## config.mk

```make
export PLATFORM = sky130hd
export DESIGN_NAME = brownout_ctl
export DESIGN_NICKNAME = d
export VERILOG_FILES = /design/src/rtl/brownout_pkg.sv /design/src/rtl/brownout_seq.sv /design/src/rtl/brownout_regs.sv /design/src/rtl/brownout_ctl.sv
export SDC_FILE = /design/constraint.sdc
export NUM_CORES = 1
export LEC_CHECK = 0
export ABC_CLOCK_PERIOD_IN_PS = 2900
export BUFFER_PORTS_ARGS = -buffer_cell sky130_fd_sc_hd__buf_2
export CAP_MARGIN = 20
export CORE_ASPECT_RATIO = 0.9
export CORE_MARGIN = 4
export CORE_UTILIZATION = 52
export CTS_BUF_LIST = sky130_fd_sc_hd__clkbuf_4
export CTS_CLUSTER_SIZE = 24
export DETAILED_ROUTE_END_ITERATION = 8
export HOLD_SLACK_MARGIN = 0.06
export PLACE_DENSITY = 0.86
export SETUP_SLACK_MARGIN = 0.02
export SLEW_MARGIN = 10
export SYNTH_ARGS = -nofsm -noshare
export SYNTH_HDL_FRONTEND = slang
export SYNTH_SLANG_ARGS = --single-unit
```

## constraint.sdc

```tcl
create_clock -name clk -period 2.9 [get_ports clk]
set_input_delay 0.29 -clock clk [delete_from_list [all_inputs] [get_ports clk]]
set_output_delay 0.29 -clock clk [all_outputs]
set_load 0.005 [all_outputs]
```

## src/rtl/brownout_pkg.sv

```systemverilog
package brownout_pkg;

  localparam int EN_BIT   = 0;
  localparam int THR_LO   = 1;
  localparam int MODE_BIT = 3;
  localparam int FLAG_BIT = 4;
  localparam int LPM_BIT  = 5;
  localparam int STAT_BIT = 6;
  localparam int LVR_BIT  = 7;

  typedef struct packed {
    logic       en;
    logic [1:0] thr;
    logic       rstMode;
    logic       lowPwr;
    logic       lvrEn;
  } bodCfg_t;

  typedef struct packed {
    logic cfgLoad;
    logic flagSet;
    logic flagClr;
    logic irqSet;
    logic irqDrop;
    logic settleLoad;
  } bodStrobe_t;

endpackage

```

## src/rtl/brownout_seq.sv

```systemverilog
module brownout_seq
  import brownout_pkg::*;
#(
  parameter int SYNC_STAGES = 2
) (
  input  logic       clk,
  input  logic       rstN,
  input  logic       cfgWe,
  input  logic       flagWe,
  input  logic [7:0] wrData,
  input  logic       cmpIn,
  input  logic       curEn,
  input  logic       curRstMode,
  input  logic       curLvrEn,
  output bodStrobe_t strb,
  output bodCfg_t    newCfg,
  output logic       statusBit
);

  logic [SYNC_STAGES-1:0] syncQ;
  logic cmpS;
  logic cmpPrev;
  logic unusedStatWr;

  for (genvar g = 0; g < SYNC_STAGES; g++) begin : gSync
    if (g == 0) begin : gFirst
      always_ff @(posedge clk or negedge rstN) begin
        if (!rstN) syncQ[0] <= 1'b0;
        else       syncQ[0] <= cmpIn;
      end
    end else begin : gNext
      always_ff @(posedge clk or negedge rstN) begin
        if (!rstN) syncQ[g] <= 1'b0;
        else       syncQ[g] <= syncQ[g-1];
      end
    end
  end

  assign cmpS = syncQ[SYNC_STAGES-1];

  always_ff @(posedge clk or negedge rstN) begin
    if (!rstN) cmpPrev <= 1'b0;
    else       cmpPrev <= cmpS;
  end

  assign unusedStatWr = wrData[STAT_BIT];
  assign statusBit    = curEn & cmpS;

  always_comb begin
    newCfg.en      = wrData[EN_BIT];
    newCfg.thr     = wrData[THR_LO +: 2];
    newCfg.rstMode = wrData[MODE_BIT];
    newCfg.lowPwr  = wrData[LPM_BIT];
    newCfg.lvrEn   = wrData[LVR_BIT];

    strb.cfgLoad    = cfgWe;
    strb.flagSet    = curEn & (cmpS ^ cmpPrev);
    strb.flagClr    = flagWe & wrData[FLAG_BIT];
    strb.irqSet     = curEn & (cmpS ^ cmpPrev) & ~curRstMode;
    strb.irqDrop    = ~curEn;
    strb.settleLoad = cfgWe & wrData[LVR_BIT] & ~curLvrEn;
  end

  AST_STATUS_TRACKS_SYNC: assert property (@(posedge clk) disable iff (!rstN)
    curEn && $past(curEn) && $past(syncQ[SYNC_STAGES-2]) |-> statusBit);

endmodule

```

## src/rtl/brownout_regs.sv

```systemverilog
module brownout_regs
  import brownout_pkg::*;
#(
  parameter int SETTLE_CYC = 20,
  parameter int CNT_W      = 5
) (
  input  logic       clk,
  input  logic       rstN,
  input  bodStrobe_t strb,
  input  bodCfg_t    newCfg,
  input  logic       statusBit,
  output bodCfg_t    cfg,
  output logic       flag,
  output logic       irq,
  output logic       rstReq,
  output logic       lvrArmed
);

  logic [CNT_W-1:0] settleCnt;

  always_ff @(posedge clk or negedge rstN) begin
    if (!rstN) begin
      cfg.en      <= 1'b0;
      cfg.thr     <= 2'b00;
      cfg.rstMode <= 1'b0;
      cfg.lowPwr  <= 1'b0;
      cfg.lvrEn   <= 1'b1;
    end else if (strb.cfgLoad) begin
      cfg <= newCfg;
    end
  end

  always_ff @(posedge clk or negedge rstN) begin
    if (!rstN)             flag <= 1'b0;
    else if (strb.flagSet) flag <= 1'b1;
    else if (strb.flagClr) flag <= 1'b0;
  end

  always_ff @(posedge clk or negedge rstN) begin
    if (!rstN)             irq <= 1'b0;
    else if (strb.irqDrop) irq <= 1'b0;
    else if (strb.irqSet)  irq <= 1'b1;
  end

  always_ff @(posedge clk or negedge rstN) begin
    if (!rstN) rstReq <= 1'b0;
    else       rstReq <= statusBit & cfg.rstMode;
  end

  always_ff @(posedge clk or negedge rstN) begin
    if (!rstN)                 settleCnt <= CNT_W'(SETTLE_CYC);
    else if (strb.settleLoad)  settleCnt <= CNT_W'(SETTLE_CYC);
    else if (settleCnt != '0)  settleCnt <= settleCnt - 1'b1;
  end

  assign lvrArmed = cfg.lvrEn & (settleCnt == '0);

  AST_FLAG_ON_CROSSING: assert property (@(posedge clk) disable iff (!rstN)
    strb.flagSet |=> flag);
  AST_IRQ_PERSISTS: assert property (@(posedge clk) disable iff (!rstN)
    cfg.en && irq |=> irq);
  AST_IRQ_DROPS_OFF: assert property (@(posedge clk) disable iff (!rstN)
    !cfg.en |=> !irq);
  AST_NO_RST_IN_IRQ_MODE: assert property (@(posedge clk) disable iff (!rstN)
    !cfg.rstMode && $past(!cfg.rstMode) |-> !rstReq);
  AST_SETTLE_ON_REARM: assert property (@(posedge clk) disable iff (!rstN)
    $rose(cfg.lvrEn) |-> !lvrArmed);

endmodule

```

## src/rtl/brownout_ctl.sv

```systemverilog
module brownout_ctl
  import brownout_pkg::*;
#(
  parameter int CLK_KHZ     = 200,
  parameter int SETTLE_US   = 100,
  parameter int SYNC_STAGES = 2
) (
  input  logic       clk,
  input  logic       rstN,
  input  logic       cfgWe,
  input  logic       flagWe,
  input  logic [7:0] wrData,
  input  logic       cmpIn,
  input  logic       lvrTrip,
  output logic [7:0] rdData,
  output logic       detEn,
  output logic [1:0] thrSel,
  output logic       lowPwr,
  output logic       belowThr,
  output logic       irqFlag,
  output logic       irqReq,
  output logic       chipRstReq,
  output logic       lvrArmed,
  output logic       lvrRstReq
);

  localparam int SETTLE_CYC = (CLK_KHZ * SETTLE_US) / 1000;
  localparam int CNT_W      = $clog2(SETTLE_CYC + 1);

  bodStrobe_t strb;
  bodCfg_t    cfg;
  bodCfg_t    newCfg;
  logic       statusBit;
  logic       flag;

  brownout_seq #(.SYNC_STAGES(SYNC_STAGES)) seq_i (
    .clk        (clk),
    .rstN       (rstN),
    .cfgWe      (cfgWe),
    .flagWe     (flagWe),
    .wrData     (wrData),
    .cmpIn      (cmpIn),
    .curEn      (cfg.en),
    .curRstMode (cfg.rstMode),
    .curLvrEn   (cfg.lvrEn),
    .strb       (strb),
    .newCfg     (newCfg),
    .statusBit  (statusBit)
  );

  brownout_regs #(.SETTLE_CYC(SETTLE_CYC), .CNT_W(CNT_W)) regs_i (
    .clk       (clk),
    .rstN      (rstN),
    .strb      (strb),
    .newCfg    (newCfg),
    .statusBit (statusBit),
    .cfg       (cfg),
    .flag      (flag),
    .irq       (irqReq),
    .rstReq    (chipRstReq),
    .lvrArmed  (lvrArmed)
  );

  assign rdData    = {cfg.lvrEn, statusBit, cfg.lowPwr, flag, cfg.rstMode, cfg.thr, cfg.en};
  assign detEn     = cfg.en;
  assign thrSel    = cfg.thr;
  assign lowPwr    = cfg.lowPwr;
  assign belowThr  = statusBit;
  assign irqFlag   = flag;
  assign lvrRstReq = lvrTrip & lvrArmed;

  AST_LVR_GATED: assert property (@(posedge clk) disable iff (!rstN)
    lvrRstReq |-> lvrArmed && lvrTrip);
  AST_RST_NEEDS_STATUS: assert property (@(posedge clk) disable iff (!rstN)
    chipRstReq |-> $past(belowThr));

endmodule

```

## Word level (Yosys, flattened, before mapping)

Cells that the tools add are included.
W data, S select, Z words.

- Register bits: 17
- Bits of input ports: 14
- Output and inout port bits: 18
- Logic and storage cells: 36

- Add/subtract/negate cells: 1
- Eq/ne operators: 1
- Mux-type cells: 6
- Bitwise gates (word level): 12
- Reduce and logical (&&, ||, !) cells: 4

Operator list:

| operator | number |
|---|---|
| $mux W5 | 2 |
| $and A1 B1 Y1 | 9 |
| $logic_not A5 Y1 | 1 |
| $reduce_bool A5 Y1 | 1 |
| $sub A5 B1 Y5 const B | 1 |
| $mux W1 | 4 |
| $reduce_bool A2 Y1 | 2 |
| $ne A2 B1 Y1 const B | 1 |
| $not A1 Y1 | 2 |
| $xor A1 B1 Y1 | 1 |

## Logic depth before layout (Yosys ltp)

Gate-level depths: netlist (run 1).

- Word-level depth: 5
- Gate-level depth with buffers: 5
- Mapped depth without buffers: 5

## Cells and area by module

Synthesis (run 1) repeated with hierarchy kept, for this count alone.

- Cells, all modules: 70
- Area, all modules: 822.0 µm²

By module, submodules not included:

| module | instances | cells an instance | area each (µm²) | sequential area each (µm²) |
|---|---|---|---|---|
| brownout_regs | 1 | 45 | 589.3 | 354.1 |
| brownout_seq | 1 | 18 | 181.4 | 75.1 |
| brownout_ctl | 1 | 7 | 51.3 | 0.0 |

## Least setup slack after synthesis (run 1)

OpenSTA, ideal clock, no wires.

- Path type: register -> output
- From: reg regs_i.settleCnt[0]
- To: out lvrRstReq
- Data arrival time: 1.182 ns
- Required time: 2.610 ns
- Path slack: 1.428 ns
- Stages on the path, launching flop included: 5
- Buffers on the path: 0
- Cells stage by stage: dfrtp_1 > inv_1 > ha_1 > nor4b_4 > and3_2

- Cells in the longest elaborated chain, start to end: 3

RTL lines:

| what | line | source |
|---|---|---|
| start, declared | brownout_regs.sv:19 | `logic [CNT_W-1:0] settleCnt;` |
| start signal, assigned | brownout_regs.sv:51 | `if (!rstN) settleCnt <= CNT_W'(SETTLE_CYC);` |
| start signal, assigned | brownout_regs.sv:52 | `else if (strb.settleLoad) settleCnt <= CNT_W'(SETTLE_CYC);` |
| start signal, assigned | brownout_regs.sv:53 | `else if (settleCnt != '0) settleCnt <= settleCnt - 1'b1;` |
| $logic_not A5 Y1 | brownout_regs.sv:56 | `assign lvrArmed = cfg.lvrEn & (settleCnt == '0);` |
| $and A1 B1 Y1 | brownout_regs.sv:56 |  |
| $and A1 B1 Y1 | brownout_ctl.sv:70 | `assign lvrRstReq = lvrTrip & lvrArmed;` |
| end, declared | brownout_ctl.sv:24 | `output logic lvrRstReq` |

No other way between the ends.

## Worst setup path after layout (run 1)

Ends and elaborated chain as after synthesis.

==> results of run 1 <==
-- cell usage in the layout, fill, tap and decap left out, drive strengths merged --
| cell type | instances |
|---|---|
| dfrtp | 14 |
| a211o | 1 |
| nand3b | 1 |
| ha | 1 |
| a211oi | 1 |
| buf | 30 |
| and3 | 2 |
| o21ai | 2 |
| nand2b | 1 |
| dlygate4sd3 | 1 |
| mux2 | 4 |
| clkbuf | 3 |
| nand2 | 4 |
| xor2 | 1 |
| xnor2 | 1 |
| or2b | 1 |
| clkinvlp | 1 |
| nor2b | 3 |
| and2 | 2 |
| dfstp | 3 |
| inv | 4 |
| nor4b | 1 |
| a22o | 1 |
| a21o | 1 |
| a21oi | 2 |
| nor2 | 4 |
| nor3 | 1 |
-- synthesized netlist by cell type (all sizes together) --
master / number
a211o: 1
a211oi: 1
a21o: 1
a21oi: 2
a22o: 1
and2: 2
and3: 2
buf: 9
dfrtp: 14
dfstp: 3
ha: 1
inv: 4
mux2: 4
nand2: 4
nand2b: 1
nand3b: 1
nor2: 4
nor2b: 3
nor3: 1
nor4b: 1
o21ai: 2
or2b: 1
xnor2: 1
xor2: 1
-- final cells by class --
class / instances / area (µm²)
Fill cell: 102 / 402
Clock inverter: 1 / 7.51
Tap cell: 14 / 17.5
Sequential cell: 17 / 429
Clock buffer: 3 / 22.5
Timing Repair Buffer: 31 / 160
Inverter: 4 / 15.0
Multi-Input combinational cell: 35 / 253
-- worst max path at each step --
stage	from	to	cells past startpoint
after floorplan	regs_i.settleCnt[0]	lvrRstReq	4
after global placement	regs_i.settleCnt[0]	lvrRstReq	5
after detailed placement	regs_i.settleCnt[0]	lvrRstReq	5
after CTS	regs_i.settleCnt[0]	lvrRstReq	5
after global routing	regs_i.settleCnt[0]	lvrRstReq	5
final	regs_i.settleCnt[0]	lvrRstReq	5
-- layer usage --
| layer | wire (µm) | vias to the layer above | track usage |
|---|---|---|---|
| met2 | 647 | 19 | 0.245 |
| met5 | 0 | - | 0 |
| met4 | 36 | 0 | 0.0994 |
| met3 | 114 | 5 | 0.0673 |
| met1 | 514 | 233 | 0.120 |
| li1 | - | 258 | - |
-- state kept, by name (all words and copies together), names as in the netlist --
register / cells
regs_i.irq: 1
seq_i.syncQ: 1
regs_i.settleCnt: 5
regs_i.cfg: 6
regs_i.flag: 1
seq_i.cmpS: 1
seq_i.cmpPrev: 1
regs_i.rstReq: 1
-- cell families after synthesis --
| logic type | share of synthesized area |
|---|---|
| xor gates and xnor gates | 0.0230 |
| DFF | 0.563 |
| AOI/OAI and AO/OA | 0.0690 |
| muxes | 0.0591 |
| buffers and inverters | 0.105 |
| adders and majority gates | 0.0164 |
| and+or+nand+nor | 0.164 |
-- worst reg2reg max path: stages, from the launching register on --
cell and delay, ns:
dfrtp_1 0.40, inv_1 0.09, ha_1 0.26, nor4b_4 0.36
nor2_1 0.09, a211o_1 0.31
-- per-stage QoR --
step | hold WS (ns) | instances
final | 0.0870 | 105
after global routing | 0.0626 | 105
after CTS | 0.0750 | 105
after floorplan | -0.00559 | 65
after detailed placement | 0.223 | 100
after global placement | 0.220 | 100
-- report_power, final --
group	internal [mW]	leakage, nW	switching (mW)	total [mW]
clock network	0.0527	0.0139	0.0779	0.131
registers	0.299	0.200	0.0466	0.346
logic	0.108	0.254	0.0900	0.198
total	0.460	0.468	0.215	0.675
==> reports/summary.txt, run 1 <==
Final Hold Viols: 0
cts bufs inserted: 3
antenna violations before repair: 0
final wirelength: 1310 µm
# DRC: 0
CP max stage delay: 0.40 ns
delay-heaviest family, CP: simple AND/OR/NAND/NOR gates
# rows: 12
Worst R2R Setup Slack: 1.35 ns
Final Max Tran Viols: 0
Clk Latency, worst-skew pair: 0.30 ns
placed instance area: 865 µm²
crit start category: flop
Setup TNS: 0 ns
RSZ-0062 raised after global routing: false
top cell type by total area after synthesis: dfrtp_1
# Max-Cap Violations: 0
status: complete, no violations
Chip Width: 48.4 µm
largest net degree at the start of global routing: 18
P&R area growth vs syn: 18.7%
Power Dens Cells: 746 nW/µm²
DR iter-0 viols: 1
Worst-Margin Slew: 0.362 ns
Vias per Instance: 4.90
Data arrival, critical path: 1.72 ns
CTS H-tree lvls: 1
Rel. slew slack: 0.758
post-CTS setup buffers: 0
Req. time, crit path: 2.61 ns
dpl ws: 1.21 ns
CTS tree: done
Die Y: 44.3 µm
crit path cell chain: inv_1 -> ha_1 -> nor4b_4 -> and3_2 -> buf_2
# setup viols final: 0
Reg-to-Reg End: regs_i.settleCnt[2]
Starting Density: 0.583
PnR worst setup slack: 0.887 ns
I/O pin count: 32
maximum vdd ir drop: 0.491 mV
Die ar.: 2140 µm²
IO buf count: 30
nets: 107
share of cells above drive strength 1: 0.473
router iterations before antenna repair: 2
DR vias: 515
Root Driver: clkbuf_4
remaining antenna violation count: 0
core area: 1310 µm²
final core utilization: 0.693
Post-Syn Instances: 65
final worst-path cycle share: 0.694
Synth warnings: 0
overall power: 675 µW
total track usage: 0.137
GRT overflow: 0
Worst Path Buf+Inv: 2
synth top area cells: dfrtp_1 (46%), dfstp_2 (10%), buf_4 (7.9%)
via count of the first global-routing pass: 510
Mapped Area: 762 µm²
Fmax: 497 MHz
routability-driven placement congestion ratio: 0.690
sequential fraction of the synthesis area: 0.563
kind of critical path: flop to primary output
Clock transition at path regs: 0.10 ns
Pleak: 0.468 nW
hold path startpoint: cmpIn
FF-to-FF Start: regs_i.settleCnt[0]
CP max FO: 6
Unique masters post-synth: 26
post-CTS sizing: 0
CP max stage cell: dfrtp_1
Endpoint, Worst Hold: seq_i.syncQ[0]
hold crit path type: primary input to flop
skew final: 0.00558 ns
clock buffer depth: 2
Worst setup EP type: primary output
Worst R2R Path Depth: 5
Min Clock Period, post-route: 2.01 ns
Synth top area share: 0.460
Synth Area per Inst: 11.7 µm²
DP Wirelength: 1030 µm
design area: 905 µm²
first-pass GRT wire length: 2100 µm
ant diodes: 0
Syn Nets: 80
# hold bufs at CTS: 1
hold path cells: 1
CTS Sinks: 17
DR WL/cell: 12.5 µm
#FFs+latches synth: 17
Power figures use the tool's default switching activity.
==> run 2: changes to the inputs <==
--- a/config.mk
+++ b/config.mk
@@ -5,17 +5,17 @@
 export SDC_FILE = /design/constraint.sdc
 export NUM_CORES = 1
 export LEC_CHECK = 0
-export ABC_CLOCK_PERIOD_IN_PS = 2900
+export ABC_CLOCK_PERIOD_IN_PS = 2100
 export BUFFER_PORTS_ARGS = -buffer_cell sky130_fd_sc_hd__buf_2
 export CAP_MARGIN = 20
 export CORE_ASPECT_RATIO = 0.9
 export CORE_MARGIN = 4
-export CORE_UTILIZATION = 52
+export CORE_UTILIZATION = 48
 export CTS_BUF_LIST = sky130_fd_sc_hd__clkbuf_4
 export CTS_CLUSTER_SIZE = 24
 export DETAILED_ROUTE_END_ITERATION = 8
 export HOLD_SLACK_MARGIN = 0.06
-export PLACE_DENSITY = 0.86
+export PLACE_DENSITY = 0.8
 export SETUP_SLACK_MARGIN = 0.02
 export SLEW_MARGIN = 10
 export SYNTH_ARGS = -nofsm -noshare
==> constraint.sdc (replaced) <==
create_clock -name clk -period 2.1 [get_ports clk]
set_input_delay 0.21 -clock clk [delete_from_list [all_inputs] [get_ports clk]]
set_output_delay 0.21 -clock clk [all_outputs]
set_load 0.005 [all_outputs]
==> reports/summary.txt, run 2 (same netlist as run 1, synthesis figures left out) <==
status: complete, no violations
Data arrival, critical path: 1.70 ns
overall power: 933 µW
remaining antenna violation count: 0
DP Wirelength: 1120 µm
Pleak: 0.476 nW
hold crit path type: primary input to flop
# DRC: 0
first-pass GRT wire length: 2310 µm
share of cells above drive strength 1: 0.467
RSZ-0062 raised after global routing: false
Worst R2R Setup Slack: 0.57 ns
routability-driven placement congestion ratio: 0.653
Clk Latency, worst-skew pair: 0.29 ns
max reg flops: 6
Starting Density: 0.515
# rows: 13
core area: 1480 µm²
Vias per Instance: 4.72
antenna violations before repair: 0
router iterations before antenna repair: 2
crit start category: flop
largest net degree at the start of global routing: 18
Min Clock Period, post-route: 1.91 ns
DR iter-0 viols: 2
Most flops, register: regs_i.cfg
FF-to-FF Start: regs_i.settleCnt[0]
CP max FO: 6
# setup viols final: 0
total track usage: 0.134
Final Hold Viols: 0
via count of the first global-routing pass: 565
Final Max Tran Viols: 0
commonest non-fill, non-tap cells in the layout: buf_2 (30), dfrtp_1 (14)
Die Y: 45.8 µm
GRT overflow: 0
Worst Setup SP: regs_i.settleCnt[0]
nets: 108
I/O pin count: 32
ant diodes: 0
skew final: 0.00223 ns
Power Dens Cells: 1010 nW/µm²
# Max-Cap Violations: 0
CTS H-tree lvls: 1
Setup TNS: 0 ns
DR WL/cell: 12.2 µm
post-CTS setup buffers: 0
cts bufs inserted: 3
final worst-path cycle share: 0.910
Clock transition at path regs: 0.10 ns
hold path startpoint: wrData[3]
IO buf count: 30
Root Driver: clkbuf_4
Req. time, crit path: 1.89 ns
kind of critical path: flop to primary output
clock buffer depth: 2
Worst setup EP type: primary output
top flop regs: regs_i.cfg: 6 flops, regs_i.settleCnt: 5 flops
Die ar.: 2290 µm²
Chip Width: 50 µm
P&R area growth vs syn: 21.0%
commonest non-fill, non-tap cell in the layout: buf_2
maximum vdd ir drop: 0.630 mV
DR vias: 538
Worst-Margin Slew: 0.375 ns
CTS Sinks: 17
Rel. slew slack: 0.749
final wirelength: 1400 µm
CTS tree: done
Fmax: 523 MHz
## run 2: cell count changes in the layout (fill, tap and decap cells not counted), sizes merged
cell         delta
clkinv          +1
clkinvlp        -1
dlygate4sd3     +1
## run 2: power breakdown
| group | internal [mW] | switching [mW] | leakage, nW |
|---|---|---|---|
| Clock | 0.0708 | 0.103 | 0.0177 |
| Combinational | 0.151 | 0.127 | 0.258 |
| Sequential | 0.413 | 0.0668 | 0.200 |
## run 2: cell type report
| cell class | count | area (µm²) |
|---|---|---|
| Timing Repair Buffer | 32 | 170 |
| Inverter | 4 | 15.0 |
| Sequential cell | 17 | 429 |
| Tap cell | 22 | 27.5 |
| Multi-Input combinational cell | 35 | 253 |
| Clock buffer | 3 | 22.5 |
| Clock inverter | 1 | 5.00 |
| Fill cell | 121 | 558 |
## run 2: final timing paths
kind | end | cells after the start
setup / recovery | lvrRstReq | 5
hold / removal | regs_i.cfg[2] | 3
setup reg to reg | regs_i.settleCnt[2] | 5
hold reg to reg | seq_i.cmpS | 0
max in group asynchronous | regs_i.settleCnt[2] | 2
min in group asynchronous | seq_i.cmpS | 2
## run 2: worst max-delay path, cell delays in order (launching register included)
cell     delay (ns)
dfrtp_1        0.39
inv_1          0.09
ha_1           0.24
nor4b_4        0.36
and3_2         0.23
buf_2          0.10
## run 2: repair_timing
item	in CTS	in global routing
endpoints found under the hold margin	15	0
hold buffers	2	0
resized for setup	0	0
## run 2: metrics by stage
stage                     setup slack, ns  instances  hold WS, ns   util  instance area [µm²]
final                               0.188        114        0.121  0.623                  922
after global routing               0.0860        114        0.139  0.623                  922
after CTS                           0.188        114        0.122  0.623                  922
after detailed placement            0.516        108        0.140  0.591                  875
after global placement              0.532        108        0.138  0.591                  875
after floorplan                     0.708         65      -0.0856      -                  762
## run 2: layer usage
layer / track usage / wire length [µm] / up-vias
li1: - / - / 261
met4: 0.0608 / 14 / 0
met5: 0 / 0 / -
met3: 0.0262 / 90 / 2
met1: 0.150 / 566 / 255
met2: 0.250 / 723 / 20
